[src/rtl/psd_pkg.sv]
package psd_pkg;
  typedef enum logic [1:0] {
    CORR_NONE = 2'd0,
    CORR_ADD  = 2'd1,
    CORR_DEL  = 2'd2
  } corr_e;
endpackage

[src/rtl/psd_ref_sync.sv]
module psd_ref_sync #(
  parameter int STAGES = 2
) (
  input  logic clk_i,
  input  logic rst_ni,
  input  logic ref_i,
  output logic rise_o
);
  logic [STAGES:0] sh_q;

  always_ff @(posedge clk_i or negedge rst_ni) begin
    if (!rst_ni) sh_q <= '0;
    else         sh_q <= {sh_q[STAGES-1:0], ref_i};
  end

  assign rise_o = sh_q[STAGES-1] & ~sh_q[STAGES];


  single_rise_chk: assert property (@(posedge clk_i) disable iff (!rst_ni)
    rise_o |=> !rise_o);
endmodule

[src/rtl/psd_div.sv]
module psd_div import psd_pkg::*; #(
  parameter int W         = 16,
  parameter int RATIO_RST = 143
) (
  input  logic         clk_i,
  input  logic         rst_ni,
  input  logic [W-1:0] ratio_i,
  input  corr_e        pend_i,
  output logic [W-1:0] cnt_o,
  output logic [W-1:0] mid_o,
  output logic [W-1:0] ratio_o,
  output logic         wrap_o,
  output logic         apply_o,
  output logic         clk_o,
  output logic         up_o,
  output logic         dn_o
);
  logic [W-1:0] cnt_q, cnt_d, ratio_q, mid;
  logic [W:0]   sum;
  logic         hold, add;

  assign mid     = ratio_q >> 1;
  assign apply_o = (cnt_q == mid) && (pend_i != CORR_NONE);
  assign add     = apply_o && (pend_i == CORR_ADD);
  assign hold    = apply_o && (pend_i == CORR_DEL);
  assign sum     = {1'b0, cnt_q} + (add ? (W+1)'(2) : (W+1)'(1));
  assign wrap_o  = !hold && (sum >= {1'b0, ratio_q});

  always_comb begin
    if (hold)        cnt_d = cnt_q;
    else if (wrap_o) cnt_d = W'(sum - {1'b0, ratio_q});
    else             cnt_d = sum[W-1:0];
  end

  always_ff @(posedge clk_i or negedge rst_ni) begin
    if (!rst_ni) begin
      cnt_q   <= '0;
      ratio_q <= W'(RATIO_RST);
    end else begin
      cnt_q <= cnt_d;
      if (wrap_o) ratio_q <= ratio_i;
    end
  end

  assign cnt_o   = cnt_q;
  assign mid_o   = mid;
  assign ratio_o = ratio_q;
  assign clk_o   = cnt_q < mid;
  assign up_o    = add;
  assign dn_o    = hold;

  // checker state: a correction already taken this period
  logic corr_seen_q;
  always_ff @(posedge clk_i or negedge rst_ni) begin
    if (!rst_ni)     corr_seen_q <= 1'b0;
    else if (wrap_o) corr_seen_q <= 1'b0;
    else if (apply_o) corr_seen_q <= 1'b1;
  end


  cnt_in_range_chk: assert property (@(posedge clk_i) disable iff (!rst_ni)
    cnt_q < ratio_q);

  strobe_excl_chk: assert property (@(posedge clk_i) disable iff (!rst_ni)
    $onehot0({up_o, dn_o}));

  one_corr_per_period_chk: assert property (@(posedge clk_i) disable iff (!rst_ni)
    !(apply_o && corr_seen_q));

  ratio_stable_chk: assert property (@(posedge clk_i) disable iff (!rst_ni)
    !$past(wrap_o) |-> $stable(ratio_q));
endmodule

[src/rtl/psd_pd.sv]
module psd_pd import psd_pkg::*; #(
  parameter int W           = 16,
  parameter int LOS_PERIODS = 4,
  parameter int LOCK_CNT    = 16
) (
  input  logic         clk_i,
  input  logic         rst_ni,
  input  logic         rise_i,
  input  logic [W-1:0] cnt_i,
  input  logic [W-1:0] mid_i,
  input  logic [W-1:0] ratio_i,
  input  logic         wrap_i,
  input  logic         apply_i,
  output corr_e        pend_o,
  output logic         lock_o
);
  localparam int MW = $clog2(LOS_PERIODS + 1);
  localparam int GW = $clog2(LOCK_CNT + 1);

  logic [MW-1:0] miss_q;
  logic [GW-1:0] good_q;
  corr_e         pend_q;
  logic          los, late, early, near;

  assign los   = miss_q == MW'(LOS_PERIODS);
  assign early = cnt_i >= mid_i;
  assign late  = (cnt_i != '0) && !early;
  assign near  = (cnt_i == '0) || (cnt_i == W'(1)) || (cnt_i == ratio_i - W'(1));

  always_ff @(posedge clk_i or negedge rst_ni) begin
    if (!rst_ni) begin
      pend_q <= CORR_NONE;
      miss_q <= '0;
      good_q <= '0;
    end else begin
      if (rise_i)              pend_q <= early ? CORR_ADD : (late ? CORR_DEL : CORR_NONE);
      else if (apply_i || los) pend_q <= CORR_NONE;

      if (rise_i)              miss_q <= '0;
      else if (wrap_i && !los) miss_q <= miss_q + MW'(1);

      if (rise_i) begin
        if (!near)                        good_q <= '0;
        else if (good_q != GW'(LOCK_CNT)) good_q <= good_q + GW'(1);
      end else if (los) begin
        good_q <= '0;
      end
    end
  end

  assign pend_o = pend_q;
  assign lock_o = good_q == GW'(LOCK_CNT);


  early_req_chk: assert property (@(posedge clk_i) disable iff (!rst_ni)
    (rise_i && early) |=> (pend_o == CORR_ADD));

  los_unlock_chk: assert property (@(posedge clk_i) disable iff (!rst_ni)
    (los && !rise_i) |=> !lock_o);

  lock_on_edge_chk: assert property (@(posedge clk_i) disable iff (!rst_ni)
    $rose(lock_o) |-> $past(rise_i));
endmodule

[src/rtl/pulse_steal_dpll.sv]
module pulse_steal_dpll import psd_pkg::*; #(
  parameter int W           = 16,
  parameter int RATIO_RST   = 143,
  parameter int SYNC_STAGES = 2,
  parameter int LOS_PERIODS = 4,
  parameter int LOCK_CNT    = 16
) (
  input  logic         clk_i,
  input  logic         rst_ni,
  input  logic [W-1:0] ratio_i,
  input  logic         ref_i,
  output logic         clk_div_o,
  output logic         lock_o,
  output logic         up_o,
  output logic         dn_o
);
  logic         rise, wrap, apply;
  logic [W-1:0] cnt, mid, ratio;
  corr_e        pend;

  psd_ref_sync #(.STAGES(SYNC_STAGES)) u_sync (
    .clk_i(clk_i), .rst_ni(rst_ni), .ref_i(ref_i), .rise_o(rise)
  );

  psd_div #(.W(W), .RATIO_RST(RATIO_RST)) u_div (
    .clk_i(clk_i), .rst_ni(rst_ni), .ratio_i(ratio_i), .pend_i(pend),
    .cnt_o(cnt), .mid_o(mid), .ratio_o(ratio), .wrap_o(wrap),
    .apply_o(apply), .clk_o(clk_div_o), .up_o(up_o), .dn_o(dn_o)
  );

  psd_pd #(.W(W), .LOS_PERIODS(LOS_PERIODS), .LOCK_CNT(LOCK_CNT)) u_pd (
    .clk_i(clk_i), .rst_ni(rst_ni), .rise_i(rise), .cnt_i(cnt), .mid_i(mid),
    .ratio_i(ratio), .wrap_i(wrap), .apply_i(apply), .pend_o(pend), .lock_o(lock_o)
  );
endmodule

[config.mk]
export PLATFORM = sky130hd
export DESIGN_NAME = pulse_steal_dpll
export DESIGN_NICKNAME = d
export VERILOG_FILES = /design/src/rtl/psd_pkg.sv /design/src/rtl/psd_ref_sync.sv /design/src/rtl/psd_div.sv /design/src/rtl/psd_pd.sv /design/src/rtl/pulse_steal_dpll.sv
export SDC_FILE = /design/constraint.sdc
export NUM_CORES = 1
export LEC_CHECK = 0
export CAP_MARGIN = 20
export CORE_MARGIN = 4
export CORE_UTILIZATION = 50
export DETAILED_ROUTE_END_ITERATION = 8
export DONT_BUFFER_PORTS = 1
export PLACE_DENSITY = 0.74
export SKIP_LAST_GASP = 1
export SYNTH_ARGS = -nofsm -noshare
export SYNTH_HDL_FRONTEND = slang
export SYNTH_SLANG_ARGS = --single-unit
[constraint.sdc]
create_clock -name clk_i -period 5.1 [get_ports clk_i]
set_input_delay 0 -clock clk_i [delete_from_list [all_inputs] [get_ports clk_i]]
set_output_delay 0 -clock clk_i [all_outputs]
set_load 0.01 [all_outputs]
==> flow_metrics.tcl, run 1 <==
set metrics [dict create \
    status "finished, final reports clean" \
    fp.coreArea_um2 7890 \
    synth-seq-cells 45 \
    synth_nets 548 \
    fp.dieW_um 99.1 \
    fin_hold_ws_ps 185 \
    synth_cell_types 65 \
    finalSetupViolCount 0 \
    post-place-cells 602 \
    synthXorXnorAreaFrac 0.0951 \
    yosys.area.top_type_share 0.241 \
    ant_nets 0 \
    antenna_found_initial 0 \
    yosys_warnings 0 \
    area.sequential_um2 1130 \
    clock-sinks 45 \
    cts_root_buf "clkbuf_8" \
    slowest_stage "or4_4" \
    synthArstFlopShare 1.00 \
    fin_crit_ps 4850 \
    synth_top_family_by_area "simple AND/OR/NAND/NOR gates" \
    crit_required_ps 5280 \
    wl_per_cell_um 17.4 \
    ios 23 \
    synth_edf_count 0 \
    finalClockSkew_ps 17.1 \
    synth_top_area_cell "dfrtp_1" \
    crit_arrival_ps 5030 \
    place_congestion 0.921 \
    dieArea_um2 9810 \
    syn_area_um2 4150 \
    insertion_delay_ps 310 \
    diodes 0 \
    cp_max_fo 18 \
    clk_path_buf_depth 2 \
    final_cell_mix "nand2_1, dfrtp_1, ha_1" \
    final_common_cell "nand2_1" \
    min_period_over_period 0.950 \
    fp-row-count 32 \
    synth.area.mux_share 0.0607 \
    ys_seq_area_frac 0.273 \
    initial_core_util 0.526 \
    die_y_um 99.1 \
    synthAdderAreaFrac 0.124 \
    setup_ws_ps 253 \
    fmax_ghz 0.206 \
    critical_path_buf_inv_count 3 \
    crit_type "flip-flop to flip-flop" \
    port_buffers 0 \
    drt_first_pass_iters 5 \
    hold_path_class "primary input to asynchronous set/reset pin" \
    final_net_count 586 \
    grt_max_degree 46 \
    synth_compound_area_frac 0.180 \
    synthFlopType "dfrtp_1" \
    multi_input_area_um2 2850 \
    wl_um 11000 \
    dp_slack_ps 35.4 \
    drive_gt1_frac 0.152 \
    num_vias 3778 \
    worst_slew_pin_slew_ps 702 \
    drcViolationCount 0 \
    finish.utilization 0.609 \
    layoutNonFillerInstCount 630 \
    hold_violations 0 \
    drt_iter0_markers 250 \
    avgSynthCellArea_um2 8.48 \
    syn_to_final_growth_pct 16.0 \
    worstPathCellList "inv_1 -> ha_1 -> nand4_1 -> or4_4 -> nor3_4 -> nand3b_1 -> ha_1 -> fa_1 -> buf_4 -> xor2_1 -> ha_1 -> o31a_1 -> o311a_1 -> o41ai_4 -> a21oi_2 -> nand2_1 -> buf_12 -> mux2_2" \
    cpLargestDelayFamily "compound AO/OA/AOI/OAI gates" \
    crit_path_end_kind "flip-flop" \
    grt_pass1_wl_um 18200 \
    cts-htree-levels 2 \
    slowest_delay_ps 460 \
    grt_pass1_vias 3744 \
    vias_per_cell 6.00 \
    track_usage 0.229 \
    dp_hpwl_um 8400 \
    synthTopCellsByArea "dfrtp_1, ha_1, xnor2_1" \
    crit_top_cell "ha_1" \
    synth_simple_gate_area_frac 0.209 \
    slew_headroom 0.528 \
    slew_viol_final 0 \
    cap_violations 0 \
    path_clk_slew_ps 90 \
    grt-ovfl-total 0 \
    cts_tree "built" \
    fill_cells 640 \
    syn_inst 489 \
    numCtsBuffers 5 \
    cp-start-kind "flip-flop" \
]
[state kept, by name, indices dropped and copies added (netlist names)]
register,count
u_sync.sh_q,3
u_div.ratio_o,16
u_pd.good_q,5
u_div.cnt_o,16
u_pd.pend_o,2
u_pd.miss_q,3
[layer usage]
metal	vias up	share of wire	track usage	wire length (um)
met5	-	0	0	0
met4	0	0.022	0.0725	237
met3	21	0.066	0.0333	728
met2	143	0.48	0.384	5270
met1	1789	0.43	0.303	4760
li1	1825	-	-	-
[stage by stage]
| stage | instance area, um2 | TNS, ps |
|---|---|---|
| 4_1_cts | 4730 | 0 |
| 2_1_floorplan | 4150 | 0 |
| 6_report | 4810 | 0 |
| 3_5_place_dp | 4410 | 0 |
| 3_3_place_gp | 4410 | 0 |
| 5_1_grt | 4810 | -177 |
[final timing paths]
check / from / slack (ps) / end / depth (start not counted)
max: u_div.ratio_o[9] / 250 / u_div.ratio_o[15] / 18
min: rst_ni / 180 / u_div.cnt_o[3] / 2
max reg2reg: u_div.ratio_o[9] / 250 / u_div.ratio_o[15] / 18
min reg2reg: u_sync.sh_q[0] / 360 / u_sync.sh_q[1] / 0
max in group asynchronous: rst_ni / 4640 / u_div.ratio_o[7] / 2
min in group clk_i: ref_i / 250 / u_sync.sh_q[0] / 1
[cells in the mapped netlist, drive strengths merged, types with 17 or more instances]
master / number
nand2: 41
dfrtp: 40
ha: 38
a21oi: 33
nor2: 33
inv: 32
o21ai: 32
xnor2: 27
nand3: 21
xor2: 18
mux2: 17
nor3: 17
[layout make-up]
| type | count | share of cell area |
|---|---|---|
| clock buffer | 6 | 0.0151 |
| clock inverter | 2 | 0.00729 |
| inverter | 32 | 0.0250 |
| multi-input combinational | 391 | 0.592 |
| sequential | 45 | 0.236 |
| tap | 102 | 0.0265 |
| timing repair buffer | 52 | 0.0981 |
[logic make-up after synthesis]
| kind of cell | after synthesis |
|---|---|
| DFF | 45 |
| buffers and inverters | 53 |
| adders and majority gates | 40 |
| muxes | 23 |
| AOI/OAI and AO/OA | 114 |
| and+or+nand+nor | 169 |
| xor gates and xnor gates | 45 |
[what timing repair did]
action	CTS	global route
endpoints found under the hold margin	62	0
hold buffers	19	0
setup buffers	0	1
resized for setup	0	12
setup endpoints to repair	0	35
Power of run 1 is not shown: default switching activity piles up to over one toggle a cycle in this logic, so the estimate is an artifact.
==> run 2, diff against run 1 <==
GPL_TIMING_DRIVEN = 0   (was unset)
SETUP_SLACK_MARGIN = 0.4   (was unset)
SKIP_LAST_GASP = unset   (was 1)
==> flow_metrics.tcl, run 2 (synthesis gave the netlist of run 1 again) <==
set metrics [dict create \
    setup_ws_ps -40.6 \
    die_y_um 99.1 \
    finish.utilization 0.701 \
    port_buffers 0 \
    reg2regPathDepth 22 \
    slew_viol_final 0 \
    drcViolationCount 0 \
    insertion_delay_ps 310 \
    ios 23 \
    crit_required_ps 5300 \
    cpLargestDelayFamily "simple AND/OR/NAND/NOR gates" \
    dp_hpwl_um 8110 \
    reg2reg_to "u_div.ratio_o[8]" \
    dieArea_um2 9810 \
    worstPathCellList "inv_1 -> ha_1 -> nand4_1 -> nor3_4 -> nand3b_1 -> inv_2 -> fa_2 -> nand4_1 -> buf_4 -> nor3_4 -> nand4_1 -> xnor2_2 -> ha_4 -> nand4_1 -> buf_4 -> nor4_4 -> nor3_2 -> a21oi_4 -> buf_6 -> nand2_8 -> buf_12 -> mux2_4" \
    final_net_count 625 \
    place_congestion 0.897 \
    fp.coreArea_um2 7890 \
    crit_path_end_kind "flip-flop" \
    clk_path_buf_depth 2 \
    hold_path_class "primary input to asynchronous set/reset pin" \
    slowest_delay_ps 620 \
    r2r_start "u_div.ratio_o[7]" \
    grt_pass1_wl_um 20200 \
    fin_crit_ps 5140 \
    clock-sinks 45 \
    wl_um 13400 \
    drt_first_pass_iters 5 \
    path_clk_slew_ps 90 \
    crit_arrival_ps 5340 \
    finalClockSkew_ps 5.32 \
    numCtsBuffers 5 \
    min_period_over_period 1.01 \
    vias_per_cell 6.26 \
    cp_max_fo 8 \
    cts-htree-levels 2 \
    num_vias 4190 \
    drt_iter0_markers 325 \
    hold_violations 0 \
    crit_type "flip-flop to flip-flop" \
    grt_pass1_vias 4114 \
    fp-row-count 32 \
    syn_to_final_growth_pct 33.4 \
    slew_headroom 0.373 \
    finalSetupViolCount 16 \
    grt-ovfl-total 0 \
    rsz0062_at_grt "true" \
    r2r_slack_ps -40 \
    drive_gt1_frac 0.261 \
    critical_path_buf_inv_count 6 \
    diodes 0 \
    cap_violations 0 \
    initial_core_util 0.526 \
    track_usage 0.256 \
    status "finished with violations" \
    failed_checks "negative setup slack" \
    crit_top_cell "nand4_1" \
    ant_nets 0 \
    antenna_found_initial 0 \
    final_common_cell "buf_4" \
    fp.dieW_um 99.1 \
    cts_tree "built" \
    slowest_stage "dfstp_2" \
    grt_max_degree 46 \
    cp-start-kind "flip-flop" \
    fill_cells 514 \
    final_cell_mix "buf_4, nand2_1, dfrtp_1" \
    wl_per_cell_um 20.0 \
    worst_slew_pin_slew_ps 932 \
    fmax_ghz 0.195 \
    cts_root_buf "clkbuf_8" \
]
[run 2: worst max-delay path by stage]
| stage | startpoint | endpoint | cells past startpoint |
|---|---|---|---|
| 2_1_floorplan | u_div.cnt_o[12] | u_div.ratio_o[4] | 19 |
| 3_3_place_gp | u_div.ratio_o[11] | u_div.cnt_o[9] | 21 |
| 3_5_place_dp | u_div.ratio_o[11] | u_div.cnt_o[9] | 21 |
| 4_1_cts | u_div.cnt_o[12] | u_div.cnt_o[6] | 20 |
| 5_1_grt | u_div.ratio_o[7] | u_div.cnt_o[3] | 24 |
| 6_report | u_div.ratio_o[7] | u_div.ratio_o[8] | 22 |
[run 2: metrics by stage]
stage / cell area (um2) / cells / setup TNS, ps / worst slack, ps / hold WS [ps]
after floorplan: 4190 / 489 / 0 / 418 / -296
after global placement: 4320 / 591 / -11380 / -610 / -294
after detailed placement: 4320 / 591 / -15160 / -696 / -294
after CTS: 5300 / 656 / 0 / 210 / 210
after global routing: 5530 / 669 / -5590 / -216 / 207
final: 5530 / 669 / -459 / -40.6 / 185
[run 2: worst reg2reg max path, delay by kind of cell (launching register included)]
family                     cells  cell delay (ps)
adders and majority gates      3              880
buffers and inverters          6              990
DFF                            1              620
AOI/OAI and AO/OA              1              210
muxes                          1              300
xor gates and xnor gates       1              240
and+or+nand+nor               10             1780
[run 2: layout make-up]
type	instances	area (um2)	area share
Tap cell	102	128	0.0231
Inverter	32	120	0.0217
Clock inverter	1	30.0	0.00543
Sequential cell	45	1140	0.206
Multi-Input combinational cell	391	3170	0.573
Timing Repair Buffer	70	673	0.122
Buffer	21	186	0.0337
Clock buffer	7	86.3	0.0156
[run 2: routing by layer]
layer,part of all wire,vias up,track usage
li1,-,1905,-
met1,0.41,1981,0.333
met2,0.46,240,0.419
met3,0.084,64,0.0403
met4,0.047,0,0.113
met5,0,-,0
[run 2: what timing repair did]
action,4_1_cts,5_1_grt
buffers inserted,36,11
cloned,2,2
endpoints found under the setup margin,35,35
gates resized for setup,77,20
hold buffers,19,0
pin swaps,24,16
hold endpoints to repair,62,0
Power of run 2 is left out for the same reason.
==> run 3, diff against run 2 <==
REMOVE_ABC_BUFFERS = 1   (was unset)
SLEW_MARGIN = 40   (was unset)
==> flow_metrics.tcl, run 3 (synthesis gave the netlist of run 1 again) <==
set metrics [dict create \
    status "finished with violations" \
    failed_checks "negative setup slack" \
    design_area_um2 5320 \
    slowest_delay_ps 530 \
    cp-start-kind "flip-flop" \
    r2r_slack_ps -90 \
    wl_um 12400 \
    fmax_ghz 0.193 \
    crit_required_ps 5290 \
    rsz0062_at_grt "true" \
    crit_top_cell "nand4_1" \
    grt-ovfl-total 0 \
    crit_type "flip-flop to flip-flop" \
    slowest_stage "or4_4" \
    cts_tree "built" \
    finalSetupViolCount 28 \
    r2r_start "u_div.cnt_o[9]" \
    min_period_over_period 1.02 \
    dieArea_um2 9810 \
    cp_max_fo 5 \
    port_buffers 0 \
    grt_pass1_vias 4020 \
    drt_first_pass_iters 5 \
    final_net_count 609 \
    drt_iter0_markers 361 \
    final_common_cell "buf_4" \
    grt_pass1_wl_um 19800 \
    insertion_delay_ps 320 \
    hold_violations 0 \
    placed_area_um2 4200 \
    clk_path_buf_depth 2 \
    fin_crit_ps 5190 \
    initial_core_util 0.526 \
    numCtsBuffers 5 \
    vias_per_cell 6.25 \
    setup_ws_ps -92.3 \
    cts-htree-levels 2 \
    diodes 0 \
    crit_path_end_kind "flip-flop" \
    final_cell_mix "buf_4, nand2_1, ha_1, dfrtp_1, nor2_1" \
    slew_viol_final 0 \
    ios 23 \
    path_clk_slew_ps 110 \
    die_y_um 99.1 \
    worst_slew_pin_slew_ps 798 \
    cts_root_buf "clkbuf_8" \
    track_usage 0.249 \
    syn_to_final_growth_pct 28.4 \
    fp.coreArea_um2 7890 \
    fill_cells 554 \
    drcViolationCount 0 \
    finalClockSkew_ps 22.0 \
    fp-row-count 32 \
    ant_nets 0 \
    drive_gt1_frac 0.258 \
    fp.dieW_um 99.1 \
    cap_violations 0 \
    grt_max_degree 46 \
    reg2regPathDepth 22 \
    worstPathCellList "ha_4 -> nand4_1 -> or4_4 -> nor3_4 -> nand3b_1 -> inv_2 -> fa_2 -> nand4_1 -> buf_4 -> nor3_4 -> nand4_1 -> xnor2_1 -> ha_1 -> nand2_1 -> o21ai_4 -> o21bai_2 -> o41ai_4 -> buf_4 -> a21oi_4 -> clkbuf_16 -> nand2_8 -> mux2_2" \
    clock-sinks 45 \
    num_vias 4084 \
    antenna_found_initial 0 \
    hold_path_class "primary input to asynchronous set/reset pin" \
    place_congestion 0.876 \
    crit_arrival_ps 5390 \
    dp_hpwl_um 7710 \
    wl_per_cell_um 18.9 \
    reg2reg_to "u_div.ratio_o[12]" \
    slew_headroom 0.463 \
]
-- run 3: changes by cell type in the layout (fill, tap and decap cells not counted), moves of 4 or more --
cell	before	now
mux2_4	16	2
inv_1	23	27
mux2_2	1	15
ha_1	29	34
ha_4	8	3
inv_2	9	5
clkbuf_1	12	0
-- run 3: worst max-delay path, delay by kind of cell (launching register included) --
kind	cells	cell delay, ps
AO/OA/AOI/OAI	4	760
XOR/XNOR	1	170
adder cells (fa/ha/maj)	3	900
buffers and inverters	4	770
flip-flops	1	450
multiplexers	1	300
AND/OR/NAND/NOR	9	1700
-- run 3: worst max path at each step --
stage                     startpoint           endpoint  slack [ps]
floorplan            u_div.cnt_o[11]  u_div.ratio_o[10]       -1610
global placement      u_div.cnt_o[9]  u_div.ratio_o[12]       -3860
detailed placement    u_div.cnt_o[9]   u_div.ratio_o[5]       -1660
CTS                   u_div.cnt_o[8]  u_div.ratio_o[14]         130
global route        u_div.ratio_o[9]    u_div.cnt_o[12]        -310
finish                u_div.cnt_o[9]  u_div.ratio_o[12]         -90
-- run 3: final cells by class --
class / instances / area [um2] / share of cell area
Clock inverter: 2 / 37.5 / 0.00705
Sequential cell: 45 / 1140 / 0.214
Inverter: 32 / 120 / 0.0226
Multi-Input combinational cell: 395 / 3140 / 0.590
Tap cell: 102 / 128 / 0.0240
Timing Repair Buffer: 71 / 674 / 0.127
Clock buffer: 6 / 82.6 / 0.0155
-- run 3: what timing repair did --
| action | 4_1_cts | 5_1_grt |
|---|---|---|
| gates cloned | 4 | 1 |
| resized for setup | 43 | 38 |
| pin swaps | 15 | 14 |
| hold buffers | 19 | 0 |
| setup buffers | 38 | 9 |
| endpoints found under the hold margin | 62 | 0 |
| endpoints found under the setup margin | 35 | 35 |
-- run 3: metrics by stage --
step                std cells  hold slack, ps   util  setup slack [ps]  TNS, ps
floorplan                 468            -296      -             -1610   -42080
global placement          570            -293  0.526             -3860  -113070
detailed placement        573            -293  0.533             -1660   -49320
CTS                       642             187  0.638               135        0
global route              653             195  0.675              -311    -8730
finish                    653             155  0.675             -92.3    -1320
-- run 3: layer usage --
| metal | vias up | GRT usage | wire length, um |
|---|---|---|---|
| met5 | - | 0 | 0 |
| met4 | 0 | 0.0777 | 372 |
| met3 | 35 | 0.0403 | 910 |
| met2 | 199 | 0.411 | 5910 |
| met1 | 1966 | 0.335 | 5150 |
| li1 | 1884 | - | - |
Power of run 3 is left out for the same reason.
